--- config.mk ---
export PLATFORM = sky130hd
export DESIGN_NAME = tiled_addr_gen
export DESIGN_NICKNAME = d
export VERILOG_FILES = /design/src/rtl/tva_pkg.sv /design/src/rtl/tva_geom.sv /design/src/rtl/tva_axis.sv /design/src/rtl/tva_pack.sv /design/src/rtl/tiled_addr_gen.sv
export SDC_FILE = /design/constraint.sdc
export NUM_CORES = 1
export LEC_CHECK = 0
export BUFFER_PORTS_ARGS = -buffer_cell sky130_fd_sc_hd__buf_2
export CAP_MARGIN = 40
export CORE_UTILIZATION = 25
export DETAILED_ROUTE_END_ITERATION = 10
export GPL_ROUTABILITY_DRIVEN = 1
export REMOVE_ABC_BUFFERS = 1
export SYNTH_ARGS = -nofsm -noshare
export SYNTH_HDL_FRONTEND = slang
export SYNTH_SLANG_ARGS = --single-unit
export TNS_END_PERCENT = 1
--- constraint.sdc ---
create_clock -name clk -period 0.8 [get_ports clk]
set_clock_uncertainty 0.05 [all_clocks]
set_input_delay 0.2 -clock clk [delete_from_list [all_inputs] [get_ports clk]]
set_output_delay 0.2 -clock clk [all_outputs]
set_load 0.02 [all_outputs]
--- src/rtl/tva_pkg.sv ---
package tva_pkg;
    typedef enum logic [1:0] {
        PIX_8  = 2'd0,
        PIX_16 = 2'd1,
        PIX_32 = 2'd2,
        PIX_NA = 2'd3
    } pix_fmt_e;

    typedef struct packed {
        logic       ok;
        logic [1:0] xs;
        logic [1:0] ys;
    } fmt_geom_t;
endpackage

--- src/rtl/tva_geom.sv ---
module tva_geom
    import tva_pkg::*;
(
    input  logic [1:0] fmt,
    output fmt_geom_t  geom
);
    always_comb begin
        geom = '0;
        unique case (pix_fmt_e'(fmt))
            PIX_8:  geom = '{ok: 1'b1, xs: 2'd0, ys: 2'd0};
            PIX_16: geom = '{ok: 1'b1, xs: 2'd0, ys: 2'd1};
            PIX_32: geom = '{ok: 1'b1, xs: 2'd1, ys: 2'd1};
            default: geom = '{ok: 1'b0, xs: 2'd0, ys: 2'd0};
        endcase
    end
endmodule

--- src/rtl/tva_axis.sv ---
module tva_axis #(
    parameter int CBITS   = 14,
    parameter int COORD_W = 16,
    localparam int BW     = $clog2(CBITS + 1)
) (
    input  logic [COORD_W-1:0] coord,
    input  logic [1:0]         shift,
    input  logic               mirror,
    output logic [CBITS-1:0]   value,
    output logic [BW-1:0]      bits,
    output logic               over
);
    logic [CBITS-1:0]   mask;
    logic [COORD_W-1:0] mask_ext;

    always_comb begin
        mask     = {CBITS{1'b1}} >> shift;
        mask_ext = COORD_W'(mask);
        over     = coord > mask_ext;
        bits     = BW'(CBITS) - BW'(shift);
        value    = mirror ? (mask - coord[CBITS-1:0]) : coord[CBITS-1:0];
    end
endmodule

--- src/rtl/tva_pack.sv ---
module tva_pack #(
    parameter int CX_BITS = 14,
    parameter int CY_BITS = 13,
    localparam int OW     = CX_BITS + CY_BITS,
    localparam int AW     = OW + 5,
    localparam int BXW    = $clog2(CX_BITS + 1),
    localparam int BYW    = $clog2(CY_BITS + 1)
) (
    input  logic [CX_BITS-1:0] xv,
    input  logic [CY_BITS-1:0] yv,
    input  logic [BXW-1:0]     xbits,
    input  logic [BYW-1:0]     ybits,
    input  logic               flip,
    input  logic [2:0]         align,
    input  logic [1:0]         fmt,
    input  logic [2:0]         orient,
    output logic [AW-1:0]      addr
);
    logic [OW-1:0] lin;
    logic [OW-1:0] scaled;

    always_comb begin
        if (flip) lin = (OW'(xv) << ybits) + OW'(yv);
        else      lin = (OW'(yv) << xbits) + OW'(xv);
        scaled = lin << align;
        addr   = {orient, fmt, scaled};
    end
endmodule

--- src/rtl/tiled_addr_gen.sv ---
module tiled_addr_gen
    import tva_pkg::*;
#(
    parameter int CX_BITS = 14,
    parameter int CY_BITS = 13,
    parameter int COORD_W = 16,
    localparam int AW     = CX_BITS + CY_BITS + 5,
    localparam int BXW    = $clog2(CX_BITS + 1),
    localparam int BYW    = $clog2(CY_BITS + 1)
) (
    input  logic               clk,
    input  logic               rst_n,
    input  logic [1:0]         fmt,
    input  logic [2:0]         orient,
    input  logic [COORD_W-1:0] x,
    input  logic [COORD_W-1:0] y,
    output logic [AW-1:0]      addr,
    output logic [AW-1:0]      stride,
    output logic               invalid
);
    typedef struct packed {
        logic [AW-1:0] addr;
        logic [AW-1:0] stride;
        logic          bad;
    } res_t;

    fmt_geom_t         geom;
    logic [CX_BITS-1:0] xv;
    logic [CY_BITS-1:0] yv;
    logic [BXW-1:0]    xbits;
    logic [BYW-1:0]    ybits;
    logic              xover, yover;
    logic [AW-1:0]     packed_addr;
    res_t              res_d, res_q;

    tva_geom u_geom (.fmt(fmt), .geom(geom));

    tva_axis #(.CBITS(CX_BITS), .COORD_W(COORD_W)) u_xaxis (
        .coord(x), .shift(geom.xs), .mirror(orient[0]),
        .value(xv), .bits(xbits), .over(xover)
    );

    tva_axis #(.CBITS(CY_BITS), .COORD_W(COORD_W)) u_yaxis (
        .coord(y), .shift(geom.ys), .mirror(orient[1]),
        .value(yv), .bits(ybits), .over(yover)
    );

    tva_pack #(.CX_BITS(CX_BITS), .CY_BITS(CY_BITS)) u_pack (
        .xv(xv), .yv(yv), .xbits(xbits), .ybits(ybits),
        .flip(orient[2]), .align({1'b0, geom.xs} + {1'b0, geom.ys}),
        .fmt(fmt), .orient(orient), .addr(packed_addr)
    );

    always_comb begin
        res_d     = '0;
        res_d.bad = !geom.ok || xover || yover;
        if (geom.ok) begin
            if (orient[2]) res_d.stride = AW'(1) << (CY_BITS + int'(geom.xs));
            else           res_d.stride = AW'(1) << (CX_BITS + int'(geom.ys));
        end
        res_d.addr = res_d.bad ? '0 : packed_addr;
    end

    always_ff @(posedge clk or negedge rst_n) begin
        if (!rst_n) res_q <= '0;
        else        res_q <= res_d;
    end

    assign addr    = res_q.addr;
    assign stride  = res_q.stride;
    assign invalid = res_q.bad;
endmodule

==> impl_metrics.env <==
export IMPL_drive_gt1_frac=0.4648
export IMPL_drt_iter0_markers=336
export IMPL_max_freq_ghz=0.3622
export IMPL_start_util=0.2593
export IMPL_async_flop_share=1.000
export IMPL_gp_congestion=0.9462
export IMPL_dp_slack_ps=-2599
export IMPL_syn_to_final_growth_pct=49.48
export IMPL_first_pass_iters=5
export IMPL_synth_top_area_cell="dfrtp_1"
export IMPL_final_cell_mix="buf_4 (147), buf_2 (68), nor2_1 (47)"
export IMPL_dieWidth_um=136.6
export IMPL_path_class="in -> reg"
export IMPL_vias=4699
export IMPL_ir_worst_vdd_mv=1.335
export IMPL_coreArea_um2=17480
export IMPL_synthAdderAreaFrac=0.02761
export IMPL_hp_class="in -> reg"
export IMPL_grt_max_degree=38
export IMPL_dp_cells=948
export IMPL_cts_root_buf="clkbuf_16"
export IMPL_power_mw=7.674
export IMPL_pin_count=104
export IMPL_synth_edf_count=0
export IMPL_clock_path_buffers=2
export IMPL_synth_avg_cell_area_um2=8.503
export IMPL_synth_compound_area_share=0.1786
export IMPL_yosysWarningCount=0
export IMPL_synthFlopType="dfrtp_1"
export IMPL_synth_area_leaders="dfrtp_1 (20%), mux2i_1 (8.0%), xnor2_1 (7.9%), mux4_2 (7.0%), buf_4 (5.0%)"
export IMPL_synth_mux_area_frac=0.1648
export IMPL_path_max_fanout=4
export IMPL_cts_sinks=37
export IMPL_antenna_found_initial=1
export IMPL_cts_clk_slew_worst_paths_ps=60
export IMPL_finalWirelength_um=15370
export IMPL_slew_viol_final=0
export IMPL_via_per_inst=4.869
export IMPL_yosys_area_share_simple=0.2051
export IMPL_slew_headroom=0.6294
export IMPL_synth_top_family_by_area="simple AND/OR/NAND/NOR gates"
export IMPL_cts_buffers_inserted=5
export IMPL_syn_inst=533
export IMPL_hold_viol_final=0
export IMPL_startpoint_type="input pin"
export IMPL_end_kind="flip-flop"
export IMPL_layout_commonest_cell="buf_4"
export IMPL_dpl_hpwl_um=12390
export IMPL_worst_pin_slew_ps=554.1
export IMPL_failed_checks="negative setup slack"
export IMPL_ys_types=78
export IMPL_period_minus_slack_ps=2761
export IMPL_cap_viol_max_count=0
export IMPL_die_height_um=136.6
export IMPL_timing_setup_tns_ps=-54360
export IMPL_layout_setup_ws_ps=-1961
export IMPL_cts_max_level=2
export IMPL_wl_per_cell_um=15.92
export IMPL_first_global_vias=4408
export IMPL_rsz0062_at_grt="true"
export IMPL_synth_seq_cells=37
export IMPL_final_nets=786
export IMPL_num_rows=48
export IMPL_setup_violations=73
export IMPL_route_detailed_drc=0
export IMPL_outcome="complete, but fails checks"
export IMPL_overflow=0
export IMPL_grt_use_total=0.1656
export IMPL_cp_required_ps=950
export IMPL_synth_xor_xnor_area_share=0.1121
export IMPL_worstPathArrival_ps=2910
export IMPL_leakage_nw=3.037
export IMPL_grt_pass1_wl_um=23560
export IMPL_synth_top_area_frac=0.2043
export IMPL_netlist_area_um2=4532
export IMPL_final_core_util=0.3876
export IMPL_final_instance_count_excl_fill=965
export IMPL_finalCritPeriodShare=3.451
export IMPL_powerDensity_nw_per_um2=1133
export IMPL_io_buffers=75
export IMPL_seq_area_frac_synth=0.2043
export IMPL_cts_tree="built"
export IMPL_die_area_um2=18670
export IMPL_ant_nets=0
==> path summary, 6_finish.rpt <==
| path | from | endpoint | slack, ps | cells past startpoint |
|---|---|---|---|---|
| min in group asynchronous | rst_n | addr[19]$_DFF_PN0_ | 370 | 3 |
| max in group asynchronous | rst_n | invalid$_DFF_PN0_ | 140 | 3 |
| worst max-delay path | fmt[0] | addr[26]$_DFF_PN0_ | -1960 | 20 |
| worst min-delay path | fmt[0] | addr[27]$_DFF_PN0_ | 210 | 4 |
==> kinds of logic after synthesis <==
group                      after synthesis
and+or+nand+nor                        179
buffers and inverters                   84
xor gates and xnor gates                58
adders and majority gates               10
DFF                                     37
muxes                                   56
other                                    1
AOI/OAI and AO/OA                      108
==> per-stage QoR <==
stage	area, um2	hold slack, ps
floorplan	4207	-145.6
global placement	6145	128.8
detailed placement	6145	136.9
CTS	6609	202.9
global route	6769	217.0
finish	6774	205.9
==> state kept, by name, indices dropped and copies added, names as in the netlist <==
| signal | flops |
|---|---|
| invalid | 1 |
| addr | 32 |
| stride | 4 |
==> critical path, stage by stage <==
cell,delay (ps)
buf_8,80
inv_4,30
ha_4,290
inv_4,40
ha_4,270
nor2_4,30
a21oi_2,120
inv_1,70
ha_2,200
ha_4,160
nand2b_1,70
mux2i_2,90
buf_4,150
buf_4,130
nand3_4,80
nor3_2,60
nand2_1,80
a32oi_1,100
mux4_2,470
o22ai_1,180
==> repair_timing <==
item,CTS,global route
buffers inserted,5,1
pin swaps,31,12
hold buffers,1,0
hold endpoints to repair,37,0
setup endpoints to repair,73,73
resized for setup,63,37
==> layout make-up <==
| class | count | area, um2 |
|---|---|---|
| Clock inverter | 2 | 10.01 |
| Timing Repair Buffer | 239 | 1803 |
| Inverter | 13 | 53.80 |
| Clock buffer | 6 | 128.9 |
| Tap cell | 225 | 281.5 |
| Sequential cell | 37 | 925.9 |
| Multi-Input combinational cell | 441 | 3566 |
| Fill cell | 1726 | 10700 |
| Antenna cell | 2 | 5.005 |
==> routing by layer <==
| metal | vias to the layer above | routed length [um] | part of all wire | global-route usage |
|---|---|---|---|---|
| met2 | 176 | 7151 | 0.47 | 0.2699 |
| met1 | 2223 | 6795 | 0.44 | 0.2173 |
| met3 | 30 | 850 | 0.055 | 0.02259 |
| met5 | - | 0 | 0 | 0 |
| met4 | 0 | 567 | 0.037 | 0.07160 |
| li1 | 2270 | - | - | - |
==> cells in the mapped netlist, drive strengths merged (3+ instances only) <==
cell     instances
a2111oi          4
a211oi          16
a21boi           5
a21o             3
a21oi           31
a41oi            3
and2             3
and3             6
buf             53
clkbuf          18
dfrtp           37
ha              10
inv             12
mux2             6
mux2i           36
mux4            14
nand2           36
nand2b          17
nand3           11
nand3b           5
nand4            8
nor2            58
nor2b            7
nor3            11
nor3b            5
nor4             3
o211ai           6
o21a             3
o21ai           10
o31ai            3
o41ai            5
xnor2           41
xor2            17
==> power by group <==
group,internal (mW),switching (mW)
registers,1.90,0.00878
clock network,1.14,0.744
logic,1.86,2.02
No activity file was read; power rests on OpenSTA's default activity.
